[src/rtl/bch_msyn_pkg.sv]
package bch_msyn_pkg;

   localparam int MAXM = 16;

   typedef enum logic {
      SYND_MODE = 1'b0,
      ENC_MODE  = 1'b1
   } msyn_mode_e;

   // product of two field elements, standard basis, modulo prim
   function automatic logic [MAXM-1:0] gf_mul(input logic [MAXM-1:0] a,
                                              input logic [MAXM-1:0] b,
                                              input int m,
                                              input logic [MAXM:0] prim);
      logic [MAXM:0] acc;
      acc = '0;
      for (int k = MAXM - 1; k >= 0; k--) begin
         if (k < m) begin
            acc = acc << 1;
            if (acc[m]) acc = acc ^ prim;
            if (b[k]) acc = acc ^ {1'b0, a};
         end
      end
      return acc[MAXM-1:0];
   endfunction

   // alpha^e by square and multiply
   function automatic logic [MAXM-1:0] gf_pow(input int e, input int m,
                                              input logic [MAXM:0] prim);
      logic [MAXM-1:0] res;
      logic [MAXM-1:0] base;
      int ee;
      ee   = e % ((1 << m) - 1);
      res  = MAXM'(1);
      base = MAXM'(2);
      for (int k = 0; k < 31; k++) begin
         if (((ee >> k) & 1) == 1) res = gf_mul(res, base, m, prim);
         base = gf_mul(base, base, m, prim);
      end
      return res;
   endfunction

   // size of the cyclotomic class of i, equal to the minimal-polynomial degree
   function automatic int cyc_len(input int i, input int m);
      int nn, j, i0, cnt;
      bit fin;
      nn  = (1 << m) - 1;
      i0  = i % nn;
      j   = i0;
      cnt = 0;
      fin = 1'b0;
      for (int s = 0; s < MAXM; s++) begin
         if (!fin) begin
            cnt++;
            j = (2 * j) % nn;
            if (j == i0) fin = 1'b1;
         end
      end
      return cnt;
   endfunction

   // binary coefficients of the minimal polynomial of alpha^i, bit k = x^k
   function automatic logic [MAXM:0] minpoly(input int i, input int m,
                                             input logic [MAXM:0] prim);
      logic [MAXM-1:0] c [MAXM+1];
      logic [MAXM-1:0] beta;
      logic [MAXM:0]   p;
      int nn, j, i0;
      bit fin;
      nn  = (1 << m) - 1;
      i0  = i % nn;
      j   = i0;
      fin = 1'b0;
      for (int k = 0; k <= MAXM; k++) c[k] = '0;
      c[0] = MAXM'(1);
      for (int s = 0; s < MAXM; s++) begin
         if (!fin) begin
            beta = gf_pow(j, m, prim);
            for (int k = MAXM; k >= 1; k--)
               c[k] = c[k-1] ^ gf_mul(beta, c[k], m, prim);
            c[0] = gf_mul(beta, c[0], m, prim);
            j = (2 * j) % nn;
            if (j == i0) fin = 1'b1;
         end
      end
      for (int k = 0; k <= MAXM; k++) p[k] = c[k][0];
      return p;
   endfunction

   // number of parity bits: sum of degrees of the first t odd classes
   function automatic int parity_len(input int t, input int m);
      int sum;
      sum = 0;
      for (int g = 0; g < t; g++) sum += cyc_len(2 * g + 1, m);
      return sum;
   endfunction

endpackage

[src/rtl/bch_msyn_ctrl.sv]
module bch_msyn_ctrl
   import bch_msyn_pkg::*;
#(
   parameter int N = 15,
   parameter int K = 7
) (
   input  logic clk,
   input  logic rst,
   input  logic start,
   input  logic mode,
   input  logic in_valid,
   output logic busy,
   output logic mode_q,
   output logic accept,
   output logic last,
   output logic parity_ph,
   output logic done
);
   localparam int CW = $clog2(N + 1);

   logic [CW-1:0] cnt;

   assign accept    = busy & in_valid & ~start;
   assign last      = accept & (cnt == CW'(N - 1));
   assign parity_ph = (mode_q == ENC_MODE) & (cnt >= CW'(K));

   always_ff @(posedge clk) begin
      if (rst) begin
         busy   <= 1'b0;
         cnt    <= '0;
         done   <= 1'b0;
         mode_q <= SYND_MODE;
      end else begin
         done <= last;
         if (start) begin
            busy   <= 1'b1;
            cnt    <= '0;
            mode_q <= mode;
         end else if (accept) begin
            cnt <= cnt + CW'(1);
            if (last) busy <= 1'b0;
         end
      end
   end
endmodule

[src/rtl/bch_msyn_section.sv]
module bch_msyn_section #(
   parameter int            M    = 4,
   parameter int            DEG  = 4,
   parameter logic [M:0]    POLY = '0
) (
   input  logic         clk,
   input  logic         rst,
   input  logic         clr,
   input  logic         enc_step,
   input  logic         syn_step,
   input  logic         rx_bit,
   input  logic         chain_in,
   output logic         chain_out,
   output logic         fb,
   output logic [M-1:0] rem_nxt
);
   localparam logic [M-1:0] MASK = (DEG >= M) ? '1 : M'((1 << DEG) - 1);

   logic [M-1:0] st;
   logic [M-1:0] enc_nxt;
   logic [M:0]   dv;

   // recursive-filter feedback: taps weighted by the reversed coefficients
   always_comb begin
      fb = 1'b0;
      for (int j = 1; j <= DEG; j++) fb = fb ^ (POLY[DEG-j] & st[j-1]);
   end

   assign chain_out = chain_in ^ fb;
   assign enc_nxt   = {st[M-2:0], chain_out} & MASK;

   // remainder update: multiply by x, add the bit, reduce once
   always_comb begin
      dv = {st, rx_bit};
      if (dv[DEG]) dv = dv ^ POLY;
      rem_nxt = dv[M-1:0];
   end

   always_ff @(posedge clk) begin
      if (rst || clr)    st <= '0;
      else if (enc_step) st <= enc_nxt;
      else if (syn_step) st <= rem_nxt;
   end
endmodule

[src/rtl/bch_msyn_xform.sv]
module bch_msyn_xform
   import bch_msyn_pkg::*;
#(
   parameter int M    = 4,
   parameter int IDX  = 1,
   parameter int DEG  = 4,
   parameter int PRIM = 'h13
) (
   input  logic [M-1:0] rem,
   output logic [M-1:0] sym
);
   localparam logic [MAXM:0] PRIM_V = (MAXM+1)'(PRIM);

   logic [M-1:0] col [DEG];

   for (genvar j = 0; j < DEG; j++) begin : g_col
      localparam logic [MAXM-1:0] CJ = gf_pow(IDX * j, M, PRIM_V);
      assign col[j] = CJ[M-1:0];
   end

   always_comb begin
      sym = '0;
      for (int j = 0; j < DEG; j++)
         if (rem[j]) sym = sym ^ col[j];
   end
endmodule

[src/rtl/bch_msyn.sv]
module bch_msyn
   import bch_msyn_pkg::*;
#(
   parameter int M    = 4,
   parameter int PRIM = 'h13,
   parameter int T    = 2,
   parameter int N    = 15
) (
   input  logic           clk,
   input  logic           rst,
   input  logic           start,
   input  logic           mode,
   input  logic           in_valid,
   input  logic           in_bit,
   output logic           code_bit,
   output logic           code_vld,
   output logic           done,
   output logic [T*M-1:0] syndromes
);
   localparam logic [MAXM:0] PRIM_V = (MAXM+1)'(PRIM);
   localparam int NN = (1 << M) - 1;
   localparam int R  = parity_len(T, M);
   localparam int K  = N - R;

   if (M < 3 || M > MAXM) begin : g_bad_m
      $error("field degree out of range");
   end
   if (N > NN) begin : g_bad_n
      $error("word longer than the field allows");
   end
   if (K < 1) begin : g_bad_k
      $error("no message bits left after parity");
   end
   if (2 * T - 1 >= NN) begin : g_bad_t
      $error("too many syndromes for the field");
   end

   logic busy, mode_q, accept, last, parity_ph;
   logic enc_step, syn_step;
   logic [T-1:0] fb;
   logic [T:0]   chain;
   logic         c_bit;

   bch_msyn_ctrl #(.N(N), .K(K)) u_ctrl (
      .clk(clk), .rst(rst), .start(start), .mode(mode), .in_valid(in_valid),
      .busy(busy), .mode_q(mode_q), .accept(accept), .last(last),
      .parity_ph(parity_ph), .done(done)
   );

   assign enc_step = accept & (mode_q == ENC_MODE);
   assign syn_step = accept & (mode_q == SYND_MODE);
   assign c_bit    = parity_ph ? (^fb) : in_bit;
   assign chain[0] = c_bit;

   for (genvar g = 0; g < T; g++) begin : g_sec
      localparam int            IDX = 2 * g + 1;
      localparam int            DEG = cyc_len(IDX, M);
      localparam logic [MAXM:0] MP  = minpoly(IDX, M, PRIM_V);

      logic [M-1:0] rem_nxt, sym, syn_r;

      bch_msyn_section #(.M(M), .DEG(DEG), .POLY(MP[M:0])) u_sec (
         .clk(clk), .rst(rst), .clr(start), .enc_step(enc_step),
         .syn_step(syn_step), .rx_bit(in_bit), .chain_in(chain[g]),
         .chain_out(chain[g+1]), .fb(fb[g]), .rem_nxt(rem_nxt)
      );

      bch_msyn_xform #(.M(M), .IDX(IDX), .DEG(DEG), .PRIM(PRIM)) u_xf (
         .rem(rem_nxt), .sym(sym)
      );

      always_ff @(posedge clk) begin
         if (rst || start)           syn_r <= '0;
         else if (syn_step && last)  syn_r <= sym;
      end

      assign syndromes[g*M +: M] = syn_r;
   end

   always_ff @(posedge clk) begin
      if (rst) begin
         code_vld <= 1'b0;
         code_bit <= 1'b0;
      end else begin
         code_vld <= enc_step;
         code_bit <= c_bit;
      end
   end
endmodule

[config.mk]
export PLATFORM = sky130hd
export DESIGN_NAME = bch_msyn
export DESIGN_NICKNAME = d
export VERILOG_FILES = /design/src/rtl/bch_msyn_pkg.sv /design/src/rtl/bch_msyn_ctrl.sv /design/src/rtl/bch_msyn_section.sv /design/src/rtl/bch_msyn_xform.sv /design/src/rtl/bch_msyn.sv
export SDC_FILE = /design/constraint.sdc
export NUM_CORES = 1
export LEC_CHECK = 0
export ABC_AREA = 0
export ABC_CLOCK_PERIOD_IN_PS = 2000
export BUFFER_PORTS_ARGS = -buffer_cell sky130_fd_sc_hd__buf_4
export CORE_MARGIN = 3
export CORE_UTILIZATION = 43
export CTS_CLUSTER_SIZE = 8
export DETAILED_ROUTE_END_ITERATION = 16
export PLACE_DENSITY = 0.64
export SYNTH_ARGS = -nofsm -noshare
export SYNTH_HDL_FRONTEND = slang
export SYNTH_SLANG_ARGS = --single-unit
[constraint.sdc]
create_clock -name clk -period 2 [get_ports clk]
set_input_delay 0.4 -clock clk [delete_from_list [all_inputs] [get_ports clk]]
set_output_delay 0.4 -clock clk [all_outputs]
set_load 0.05 [all_outputs]
After elaboration in Yosys (flattened, before gate mapping)
Cells that the tools add are included.

word-level totals
  bits of input ports = 6
  word-level logic and storage cells = 61
  bits in registers = 25
  output and inout port bits = 11

operators by class
  reductions and logical operators = 8
  add/sub/neg operators = 1
  mux-type cells = 18
  equal/unequal tests = 1
  bitwise logic cells = 22
  $lt $le $gt $ge = 1

operators by type and width
  operator                                                            number
  two-way mux 4 bit                                                   9
  bitwise AND 1 bit                                                   6
  two-way mux 1 bit                                                   6
  inverter 2 bit                                                      3
  nonzero test 2 bit                                                  3
  bitwise XOR 1 bit                                                   6
  adder 4 x 1 -> 4 bit (second input constant)                        1
  == test 4 bit (second input constant)                               1
  greater-or-equal comparator 4 x 3 -> 1 bit (second input constant)  1
  two-way mux 2 bit                                                   2
  inverter 1 bit (first input constant)                               4
  inverter 4 bit                                                      1
  two-way mux 3 bit                                                   1
  inverter 1 bit                                                      2
  AND reduction 2 bit                                                 1
  OR reduction 2 bit                                                  1
  parity 2 bit                                                        1
  logical AND 1 bit                                                   1
  logical OR 1 bit                                                    1

Depth between registers and ports, before layout
  word-level depth = 8
  mapped depth = 7
  mapped depth without buffers = 6

Hierarchy
From an unflattened synthesis, not the netlist that was laid out.

unflattened totals
  cell total of the unflattened synthesis = 146
  area total of the unflattened synthesis = 1460.2 um^2

modules (own cells, without submodules)
  module                              sequential area each (um^2)  cells each  area each (um^2)  times used
  bch_msyn                            200.2                        47          541.8             1
  bch_msyn_ctrl                       140.1                        34          311.5             1
  bch_msyn_section at g_sec[1].u_sec  80.1                         34          306.5             1
  bch_msyn_section at g_sec[0].u_sec  80.1                         23          224.0             1
  bch_msyn_xform at g_sec[1].u_xf     0.0                          4           46.3              1
  bch_msyn_xform at g_sec[0].u_xf     0.0                          4           30.0              1

Worst setup path after synthesis
Ideal clock, no wire load.

  path type = reg2reg
  start = register u_ctrl.cnt[0]
  end = register g_sec[0].syn_r[2]
  path slack = 0.584 ns
  cell stages (with the launch flop) = 8
  library setup time = 0.128 ns
  data required time = 1.872 ns
  buffers on the path = 1
  period minus slack after synthesis = 1.416 ns
  data arrival time = 1.288 ns
  cell sequence = dfxtp_1 -> inv_1 -> ha_1 -> nand3_1 -> nor4_4 -> buf_4 -> mux2i_1 -> nor2_1

on the way
  word-level cells in the longest chain between the ends = 3

ends and longest elaborated chain
  element                   RTL line             RTL
  start: declaration        bch_msyn_ctrl.sv:21  logic [CW-1:0] cnt;
  start signal: assignment  bch_msyn_ctrl.sv:40  cnt <= cnt + CW'(1);
  == test 4 bit             bch_msyn_ctrl.sv:24  assign last = accept & (cnt == CW'(N - 1));
  bitwise AND 1 bit         bch_msyn_ctrl.sv:24
  logical AND 1 bit         bch_msyn.sv:74       else if (syn_step && last) syn_r <= sym;
  end signal: assignment    bch_msyn.sv:74
  end: declaration          bch_msyn.sv:60       logic [M-1:0] rem_nxt, sym, syn_r;

No other way between the ends.
A chain may end at the register's enable or synchronous reset.

Final worst setup path
  start = register u_ctrl.cnt[0]
  end = register g_sec[0].syn_r[0]

Same word-level chain as after synthesis.

==> run summary <==
The per-cell via count in the routed design is 5.055. The count of routing violations after the opening detailed-route iteration is 13. The die covers 3230 um^2. The top cell types in the final layout, fill and taps aside, are 25 x dfxtp_1, 23 x nor2_1, 19 x buf_4.

The fmax is 622.6 MHz. The worst slack after detailed placement is 0.3875 ns. The share of the core filled with cells in the final layout came out at 54.97%. The cell leakage power came out at 0.4734 nW. For this run the aggregate overflow at the end of global routing stands at 0. Setup total negative slack on the finished layout was measured at 0 ns. The average routed wire per standard cell is 12.47 um. The power density normalized to cell area is 623.3 nW/um^2. After clock tree synthesis, the clock-pin slew on the worst setup and hold paths is 0.14 ns. The total of warnings raised by yosys came out at 0. The floorplan step set the die height to 56.83 um. After global routing, the most crowded layer is met2. The share of the synthesized area in the top cell type came out at 45.05%. The time the final worst path needs with I/O delays and setup is 1.606 ns. The synthesis-stage register bit count is 25. The hold violation total from the final report is 0.

The clock tree root driver cell is clkbuf_4. The combined area of all synthesized cells came out at 1111 um^2. The largest total area in the synthesized netlist belongs to dfxtp_1. The number of maximum-capacitance constraint violations is 0. The met1 layer usage reported by global route is 19.22%.

The area added between synthesis and finish came out at 15.77%. In the finished design, the share of the clock period the worst path needs comes to 80.30%. The final weighted congestion in routability-driven placement came out at 0.7493.

STA classifies the critical path endpoint as a flip-flop. The global routing usage summed across all routing layers came out at 13.93%. The total number of nets in the final design is 144. The depth of the CTS H-tree came out at 1. Summed over all nets, the half-perimeter wirelength after detailed placement is 1515 um. Sorting the synthesized cells by area gives the leading types as dfxtp_1 45%, xnor2_1 9.5%, nor2_1 7.8%, mux2i_1 6.3%, a211oi_1 5.4%.

0 antenna diodes ended up in the layout. The depth of the most critical reg-to-reg path came out at 7. The termination of the worst setup path is g_sec[0].syn_r[0].

The number of antenna violations at the first check in global routing is 0. The number of stages on the worst hold path is 2. From left edge to right edge, the die measures 56.83 um. The number of buffers inserted by port buffering came out at 16. The number of buffers added to fix hold violations after cts came out at 0. Leaving out fill and tap cells, the most frequent cell in the layout is dfxtp_1. The number of unique standard cell types used by synthesis came out at 28. In this run the critical register-to-register path is captured at g_sec[0].syn_r[0]. The highest fanout seen on the critical path is 9. In the routed design, unresolved DRC markers number 0. The maximum VDD drop is 471.9 uV. Global routing consumed, on the met3 layer, 2.989% of the routing resources. The top-level port count came out at 17.

The core region is 2340 um^2. The floorplan has 17 rows. The run finished with clean final reports. Sequential elements use 45.05% of the synthesized area. The number of nets still failing antenna checks after routing is 0. Setup slack closes at 0.3939 ns.

The critical path goes through inv_1, ha_1, nand3_1, nor4_4, buf_4, nor2_1, a211oi_1. The startpoint identified for the worst register-to-register timing path is u_ctrl.cnt[0]. For flop-to-flop paths, the worst setup slack is 0.39 ns. Clock latency on the worst-skew pair, taken at its later pin, is 0.31 ns. The pin count of the biggest net entering global routing is 21.

A synthesized cell averages 9.416 um^2. The classification of the worst-slack hold path is in2reg. The total detailed-routing wirelength is 2032 um.

In this run, CTS created clock tree buffers numbering 3. The launching element type of the critical path is a flip-flop. The count of instances resized after the clock tree is built is 0. The cell type of the slowest stage on the worst timing path is dfxtp_1.

The most critical setup path has its startpoint at u_ctrl.cnt[0]. Buffers added to address setup during post-CTS repair amount to 0. For the final database, setup skew stands at 0.01084 ns. The category of the most critical setup path is reg2reg.

Setup repair after global routing left no endpoint under its margin. TritonCTS built the clock tree. The net count after synthesis came out at 126. Data on the critical path is required at its endpoint by 2.24 ns. Global routing used 20.79% of the available met2 tracks. The wire length of the first global-routing pass is 3574 um. The starting utilization of the core area came out at 47.49%. The routed layout has 824 vias. The count of pins over their slew limit is 0. The number of sinks driven by the clock tree came out at 25. Of the cells placed in the final design, the portion with a size suffix greater than 1 is 18.52%. The via count of the first global-routing pass is 794. The arrival time of data at the critical path endpoint came out at 1.85 ns. For this run, the slowest stage of the critical path takes 0.37 ns.

The measured slew at the worst slew-check pin came out at 0.3961 ns. The first detailed-routing pass ran for 4 iterations. The maximum count of clock buffers along a single path came out at 2. Setup violations remaining at the end of the flow were counted as 0. Synthesis handed over a netlist of 118 instances. Headroom to the max-slew limit came out at 73.39%.
cell families after synthesis:
logic type               count (synthesis)  synth area share (%)
flip-flops                              25                 45.05
AO/OA/AOI/OAI                           19                 11.60
AND/OR/NAND/NOR                         41                 17.79
multiplexers                             7                 6.307
buffers and inverters                    7                 2.928
adder cells (fa/ha/maj)                  2                 2.252
XOR/XNOR                                17                 14.08
registers in the layout (all words and copies together) (netlist names):
signal and flops:
g_sec.syn_r 8, g_sec.u_sec.st 8, u_ctrl.cnt 4, code_bit 1, code_vld 1, u_ctrl.busy 1, u_ctrl.done 1, u_ctrl.mode_q 1
per-stage QoR:
step / cell area [um^2] / power [mW] / hold slack [ns] / instances
2_1_floorplan: 1111 / 0.5671 / 0.4449 / 118
3_5_place_dp: 1260 / 0.5905 / 0.4692 / 159
6_report: 1286 / 0.8017 / 0.2850 / 163
4_1_cts: 1286 / 0.8150 / 0.2671 / 163
3_3_place_gp: 1260 / 0.5891 / 0.4610 / 159
5_1_grt: 1286 / 0.8387 / 0.2645 / 163
layer usage:
metal	vias up	share of wire [%]
met2	13	42
met3	2	4.5
li1	435	-
met4	0	0.69
met1	374	53
met5	-	0
synthesized netlist by cell type (all sizes together):
cell type,n
inv,1
and3b,1
xor2,4
and2,2
nand4,2
o32ai,1
nor4,1
a22oi,1
nand3,1
a311oi,1
a21o,1
mux2i,7
xnor2,13
nor2b,2
nor2,23
nand2,7
ha,2
or2,1
o22ai,1
a21oi,3
a211oi,8
clkbuf,3
dfxtp,25
buf,3
or3,1
o21ai,3
power by group:
part / internal, mW / switching (mW) / leakage, nW
clock network: 0.0779 / 0.145 / 0.0150
registers: 0.505 / 0.00858 / 0.202
logic: 0.0286 / 0.0367 / 0.256
critical path: cells and delay by family (launching register included):
family	cells	cell delay (ns)
AO/OA/AOI/OAI	1	0.21
adder cells (fa/ha/maj)	1	0.17
buffers and inverters	2	0.31
flip-flops	1	0.37
AND/OR/NAND/NOR	3	0.50
worst min-delay path by stage:
stage / startpoint / to
finish: rst / u_ctrl.done
global route: rst / u_ctrl.done
floorplan: g_sec[0].u_sec.st[1] / g_sec[0].u_sec.st[2]
global placement: g_sec[0].u_sec.st[1] / g_sec[0].u_sec.st[2]
CTS: rst / u_ctrl.done
detailed placement: g_sec[0].u_sec.st[1] / g_sec[0].u_sec.st[2]
area by class of cell:
cell class,instances,area [um^2]
Clock buffer,4,26.28
Sequential cell,25,500.5
Inverter,1,3.754
Tap cell,28,35.03
Timing Repair Buffer,19,142.6
Fill cell,221,1054
Multi-Input combinational cell,86,578.1
(Power assumes the default switching activity.)
